===== config.mk =====
export PLATFORM = sky130hd
export DESIGN_NAME = io_window_decoder
export DESIGN_NICKNAME = d
export VERILOG_FILES = /design/src/rtl/io_win_pkg.sv /design/src/rtl/io_win_reg.sv /design/src/rtl/io_win_bounds.sv /design/src/rtl/io_win_hit.sv /design/src/rtl/io_window_decoder.sv
export SDC_FILE = /design/constraint.sdc
export NUM_CORES = 1
export LEC_CHECK = 0
export ABC_AREA = 1
export ABC_CLOCK_PERIOD_IN_PS = 1750
export BUFFER_PORTS_ARGS = -buffer_cell sky130_fd_sc_hd__buf_4
export CAP_MARGIN = 20
export CORE_MARGIN = 1.5
export CORE_UTILIZATION = 40
export CTS_CLUSTER_SIZE = 30
export DETAILED_ROUTE_END_ITERATION = 8
export PLACE_DENSITY = 0.75
export REMOVE_ABC_BUFFERS = 1
export SLEW_MARGIN = 20
export SYNTH_ARGS = -nofsm -noshare
export SYNTH_HDL_FRONTEND = slang
export SYNTH_SLANG_ARGS = --single-unit

===== constraint.sdc =====
create_clock -name clk -period 1.75 [get_ports clk]
set_input_delay 0.35 -clock clk [delete_from_list [all_inputs] [get_ports clk]]
set_output_delay 0.35 -clock clk [all_outputs]
set_load 0.02 [all_outputs]

===== src/rtl/io_win_pkg.sv =====
package io_win_pkg;
  localparam int ADDR_W   = 16;
  localparam int FINE_LSB = 10;
  localparam int FN_W     = 2;
  localparam int HI_W     = ADDR_W - FINE_LSB - FN_W;
  localparam int REG_W    = 16;
  localparam int LIM_HI_LSB = 12;
  localparam int LIM_FN_LSB = 10;
  localparam int BAS_HI_LSB = 4;
  localparam int BAS_FN_LSB = 2;
  localparam int N_SIDE     = 2;

  typedef struct packed {
    logic [HI_W-1:0] lim_hi;
    logic [FN_W-1:0] lim_fn;
    logic [HI_W-1:0] bas_hi;
    logic [FN_W-1:0] bas_fn;
  } win_cfg_t;
endpackage


===== src/rtl/io_win_reg.sv =====
module io_win_reg
  import io_win_pkg::*;
(
  input  logic             clk,
  input  logic             rst_n,
  input  logic             en_fine,
  input  logic             wr,
  input  logic [1:0]       be,
  input  logic [REG_W-1:0] wdata,
  output win_cfg_t         cfg_q,
  output logic [REG_W-1:0] rdata
);
  win_cfg_t cfg_d;

  always_comb begin
    cfg_d = cfg_q;
    if (wr && be[1]) begin
      cfg_d.lim_hi = wdata[LIM_HI_LSB +: HI_W];
      if (en_fine) cfg_d.lim_fn = wdata[LIM_FN_LSB +: FN_W];
    end
    if (wr && be[0]) begin
      cfg_d.bas_hi = wdata[BAS_HI_LSB +: HI_W];
      if (en_fine) cfg_d.bas_fn = wdata[BAS_FN_LSB +: FN_W];
    end
  end

  always_ff @(posedge clk or negedge rst_n) begin
    if (!rst_n) cfg_q <= '0;
    else if (wr) cfg_q <= cfg_d;
  end

  always_comb begin
    rdata = '0;
    rdata[LIM_HI_LSB +: HI_W] = cfg_q.lim_hi;
    rdata[BAS_HI_LSB +: HI_W] = cfg_q.bas_hi;
    if (en_fine) begin
      rdata[LIM_FN_LSB +: FN_W] = cfg_q.lim_fn;
      rdata[BAS_FN_LSB +: FN_W] = cfg_q.bas_fn;
    end
  end

  p_be_hold_r2: assert property (@(posedge clk) disable iff (!rst_n)
    (wr && !be[0]) |=> $stable(cfg_q.bas_hi) && $stable(cfg_q.bas_fn));
  p_lim_load_r2: assert property (@(posedge clk) disable iff (!rst_n)
    (wr && be[1]) |=> (cfg_q.lim_hi == $past(wdata[LIM_HI_LSB +: HI_W])));
  p_fine_lock_r4: assert property (@(posedge clk) disable iff (!rst_n)
    (wr && !en_fine) |=> $stable(cfg_q.lim_fn) && $stable(cfg_q.bas_fn));
endmodule


===== src/rtl/io_win_bounds.sv =====
module io_win_bounds
  import io_win_pkg::*;
(
  input  win_cfg_t          cfg,
  input  logic              en_fine,
  output logic [ADDR_W-1:0] lo,
  output logic [ADDR_W-1:0] hi
);
  logic [FN_W-1:0] lo_fn, hi_fn;

  always_comb begin
    lo_fn = en_fine ? cfg.bas_fn : '0;
    hi_fn = en_fine ? cfg.lim_fn : '1;
    lo    = {cfg.bas_hi, lo_fn, {FINE_LSB{1'b0}}};
    hi    = {cfg.lim_hi, hi_fn, {FINE_LSB{1'b1}}};
  end
endmodule


===== src/rtl/io_win_hit.sv =====
module io_win_hit
  import io_win_pkg::*;
(
  input  logic [ADDR_W-1:0] addr,
  input  logic [ADDR_W-1:0] lo,
  input  logic [ADDR_W-1:0] hi,
  output logic              hit
);
  always_comb hit = (addr >= lo) && (addr <= hi);
endmodule


===== src/rtl/io_window_decoder.sv =====
module io_window_decoder
  import io_win_pkg::*;
(
  input  logic        clk,
  input  logic        rst_n,
  input  logic        en_1k,
  input  logic        io_space_en,
  input  logic        cfg_wr,
  input  logic [1:0]  cfg_be,
  input  logic [15:0] cfg_wdata,
  output logic [15:0] cfg_rdata,
  input  logic        up_valid,
  input  logic [15:0] up_addr,
  output logic        up_fwd,
  output logic        up_abort,
  input  logic        dn_valid,
  input  logic [15:0] dn_addr,
  output logic        dn_fwd,
  output logic        dn_abort
);
  logic              rst_s1, rst_sn;
  win_cfg_t          cfg_q;
  logic [ADDR_W-1:0] win_lo, win_hi;
  logic [ADDR_W-1:0] side_addr [N_SIDE];
  logic [N_SIDE-1:0] side_hit;

  always_ff @(posedge clk or negedge rst_n) begin
    if (!rst_n) begin
      rst_s1 <= 1'b0;
      rst_sn <= 1'b0;
    end else begin
      rst_s1 <= 1'b1;
      rst_sn <= rst_s1;
    end
  end

  io_win_reg u_reg (
    .clk(clk), .rst_n(rst_sn), .en_fine(en_1k), .wr(cfg_wr), .be(cfg_be),
    .wdata(cfg_wdata), .cfg_q(cfg_q), .rdata(cfg_rdata)
  );

  io_win_bounds u_bounds (
    .cfg(cfg_q), .en_fine(en_1k), .lo(win_lo), .hi(win_hi)
  );

  always_comb begin
    side_addr[0] = up_addr;
    side_addr[1] = dn_addr;
  end

  for (genvar s = 0; s < N_SIDE; s++) begin : g_side
    io_win_hit u_hit (
      .addr(side_addr[s]), .lo(win_lo), .hi(win_hi), .hit(side_hit[s])
    );
  end

  always_comb begin
    up_fwd   = up_valid && side_hit[0] && io_space_en;
    up_abort = up_valid && !(side_hit[0] && io_space_en);
    dn_fwd   = dn_valid && side_hit[1];
    dn_abort = dn_valid && !side_hit[1];
  end

  p_up_gate_r7: assert property (@(posedge clk) disable iff (!rst_sn)
    up_fwd |-> io_space_en && (up_addr >= win_lo) && (up_addr <= win_hi));
  p_dn_out_r8: assert property (@(posedge clk) disable iff (!rst_sn)
    (dn_valid && ((dn_addr < win_lo) || (dn_addr > win_hi))) |-> (dn_abort && !dn_fwd));
  p_empty_r9: assert property (@(posedge clk) disable iff (!rst_sn)
    (win_lo > win_hi) |-> (!up_fwd && !dn_fwd));
  p_idle_r10: assert property (@(posedge clk) disable iff (!rst_sn)
    (!up_valid |-> !up_fwd && !up_abort) and (!dn_valid |-> !dn_fwd && !dn_abort));
endmodule


==> results.json <==
{
  "antenna_left": 0,
  "setup.reg_to_reg.worst_slack_ns": 0.99,
  "violations": "setup timing",
  "measured_slew_at_the_worst_slew_check_pin_ns": 0.505,
  "critical_path_source_type": "register",
  "cts_made_buffers": 3,
  "post_synth_instance_area_um2": 1260,
  "synth_cell_type_count": 19,
  "final_min_period_over_clock_period_pct": 119,
  "grt_first_pass_wirelength_um": 4820,
  "ys_seq_area_share_pct": 27.8,
  "detailed_place.area_um2": 1780,
  "tritoncts": "built",
  "final_layout_size_suffix_gt1_share_pct": 41.3,
  "die-height_um": 59.1,
  "non_filler_cell_area_final_um2": 1950,
  "max_slew_margin_pct": 66.3,
  "postRouteWirelength_um": 2910,
  "core_area_um2": 3030,
  "die_x_um": 59.1,
  "number_of_global_route_vias_before_repair": 1202,
  "cts.root.buffer_cell": "clkbuf_4",
  "max_slew_violation_count": 0,
  "final_tns_setup_ns": -1.27,
  "final-setup-viol-count": 4,
  "htreeDepth": 1,
  "grt-ovfl-total": 0,
  "place_congestion": 0.762,
  "report.power.total_mw": 1.18,
  "total_global_route_track_usage_pct": 18.0,
  "synth_area_per_cell_um2": 7.12,
  "inserted_diodes": 0,
  "max_freq_mhz": 478,
  "drt_pass_1_iters": 4,
  "destination_of_the_worst_register_to_register_timing_path": "u_reg.cfg_q[0]",
  "cts.sink_count": 14,
  "grt_setup_unrepaired": "yes",
  "layout_commonest_cell": "buf_4",
  "final_hold_viol_count": 0,
  "final_period_minus_worst_setup_slack_ns": 2.09,
  "synth_top_cell_area_share_pct": 27.8,
  "clkTransAtPathRegs_ns": 0.08,
  "routed-via-count": 1313,
  "port_buffers": 68,
  "placed_cells": 285,
  "via_per_inst": 4.51,
  "min-delay-path-class": "reg -> async",
  "power.density_nw_per_um2": 606,
  "timing_worst_setup_path_type": "reg -> out",
  "maximum_clock_path_buffer_count": 2,
  "dpl.hpwl_um": 2480,
  "synth_top_cells_by_area": "dfrtp_1 (28%), ha_1 (18%), nand2_1 (15%), inv_1 (7.7%), buf_4 (7.1%)",
  "worstPathRequired_ns": 1.40,
  "floorplan.initialDensity_pct": 41.6,
  "cp_data_arrival_time_ns": 1.74,
  "final.hold.worst_slack_ns": 0.208,
  "layout_common_cells": "buf_4 (73), nand2_1 (47), inv_1 (22)",
  "vdd.ir_drop.worst_v": 0.000468,
  "final_cell_count_no_fill": 291,
  "static_power_due_to_leakage_nw": 1.06,
  "io_pins": 77,
  "post-synth-top-area-cell": "dfrtp_1",
  "ys_ff_latch": 14,
  "drt_drc_violations_left": 0,
  "grt_max_degree": 13,
  "detail_route.iter0.violations": 27,
  "worstSkewPairLatency_ns": 0.27,
  "net_count_of_the_finished_layout": 324,
  "worst-path-max-fanout": 3,
  "yosys_warnings": 0,
  "timing.rr.start": "u_reg.cfg_q[0]",
  "number_of_core_rows": 20,
  "worst_setup_path_end_kind": "output port",
  "area_growth_pct": 54.9,
  "avgRoutedWirePerCell_um": 9.99,
  "run_status": "complete, but fails checks",
  "worst_skew_ns": 0.000385,
  "synthesis.instances": 177,
  "antenna_violations_before_repair": 0,
  "finalWorstSetupSlack_ns": -0.341,
  "rr_worst_depth": 1,
  "dieArea_um2": 3500,
  "max_cap_viol_count": 0
}
## cell type report
cell class,instances,area [um^2]
well taps,44,55.1
fillers,281,1080
flip-flops and latches,14,350
multi-input cells,127,835
inverters,26,97.6
clock buffers,3,22.5
repair buffers,77,592
## flip-flops by register name, indices dropped and copies added (netlist names)
name,flops
u_reg.cfg_q,12
rst_sn,1
rst_s1,1
## how the worst max path moves through the flow
stage | start | to | slack, ns | cells past startpoint
6_report | u_reg.cfg_q[9] | up_fwd | -0.34 | 11
4_1_cts | u_reg.cfg_q[9] | up_fwd | -0.36 | 11
2_1_floorplan | u_reg.cfg_q[11] | up_fwd | -0.19 | 10
3_3_place_gp | up_addr[15] | up_abort | -0.16 | 12
5_1_grt | u_reg.cfg_q[10] | up_fwd | -0.52 | 11
3_5_place_dp | up_addr[15] | up_abort | -0.19 | 12
## synth_stat cells (all sizes together)
library cell / n
a21oi: 10
and2: 1
buf: 13
conb: 2
dfrtp: 14
ha: 18
inv: 26
mux2: 2
nand2: 53
nand3: 7
nand4: 2
nor2: 14
o21a: 2
o21ai: 13
## per-layer routing
metal	up-vias	GRT usage (%)	part of all wire [%]
met1	578	21.4	41
met2	45	33.2	53
met5	-	0	0
met4	0	3.90	0.65
met3	2	3.49	5.6
li1	688	-	-
## through the flow
stage | worst slack, ns | utilization, %
2_1_floorplan | -0.192 | -
3_3_place_gp | -0.157 | 58.8
3_5_place_dp | -0.191 | 58.8
4_1_cts | -0.362 | 62.4
5_1_grt | -0.516 | 64.5
6_report | -0.341 | 64.5
## worst max-delay path, cell delays in order (launching register included)
cell	delay (ns)
dfrtp_1	0.37
inv_2	0.08
ha_4	0.28
nand2_2	0.06
nor2_4	0.09
nand2_1	0.05
nor2_1	0.11
nand2_1	0.06
nand2_1	0.07
nand3_2	0.06
nor2_1	0.10
buf_4	0.14
## cell families after synthesis
family | after synthesis | share of synthesized area (%)
mux | 2 | 1.79
fa+ha+maj | 18 | 17.9
compound gates | 25 | 10.3
buf+inv | 39 | 15.8
flops | 14 | 27.8
other cells | 2 | 0.596
simple gates | 77 | 25.8
## report_power, final
| group | internal [mW] | switching [mW] | leakage [nW] | total, mW |
|---|---|---|---|---|
| clock network | 0.0796 | 0.0940 | 0.0138 | 0.174 |
| logic | 0.305 | 0.311 | 0.880 | 0.616 |
| registers | 0.365 | 0.0271 | 0.167 | 0.392 |
| total | 0.750 | 0.432 | 1.06 | 1.18 |
## repair_timing
action / CTS / global route
hold endpoints to repair: 2 / 0
setup endpoints to repair: 4 / 4
hold buffers: 1 / 0
gates resized for setup: 15 / 9
pin swaps: 10 / 12
setup buffers: 1 / 1
No activity file was read; power rests on OpenSTA's default activity.
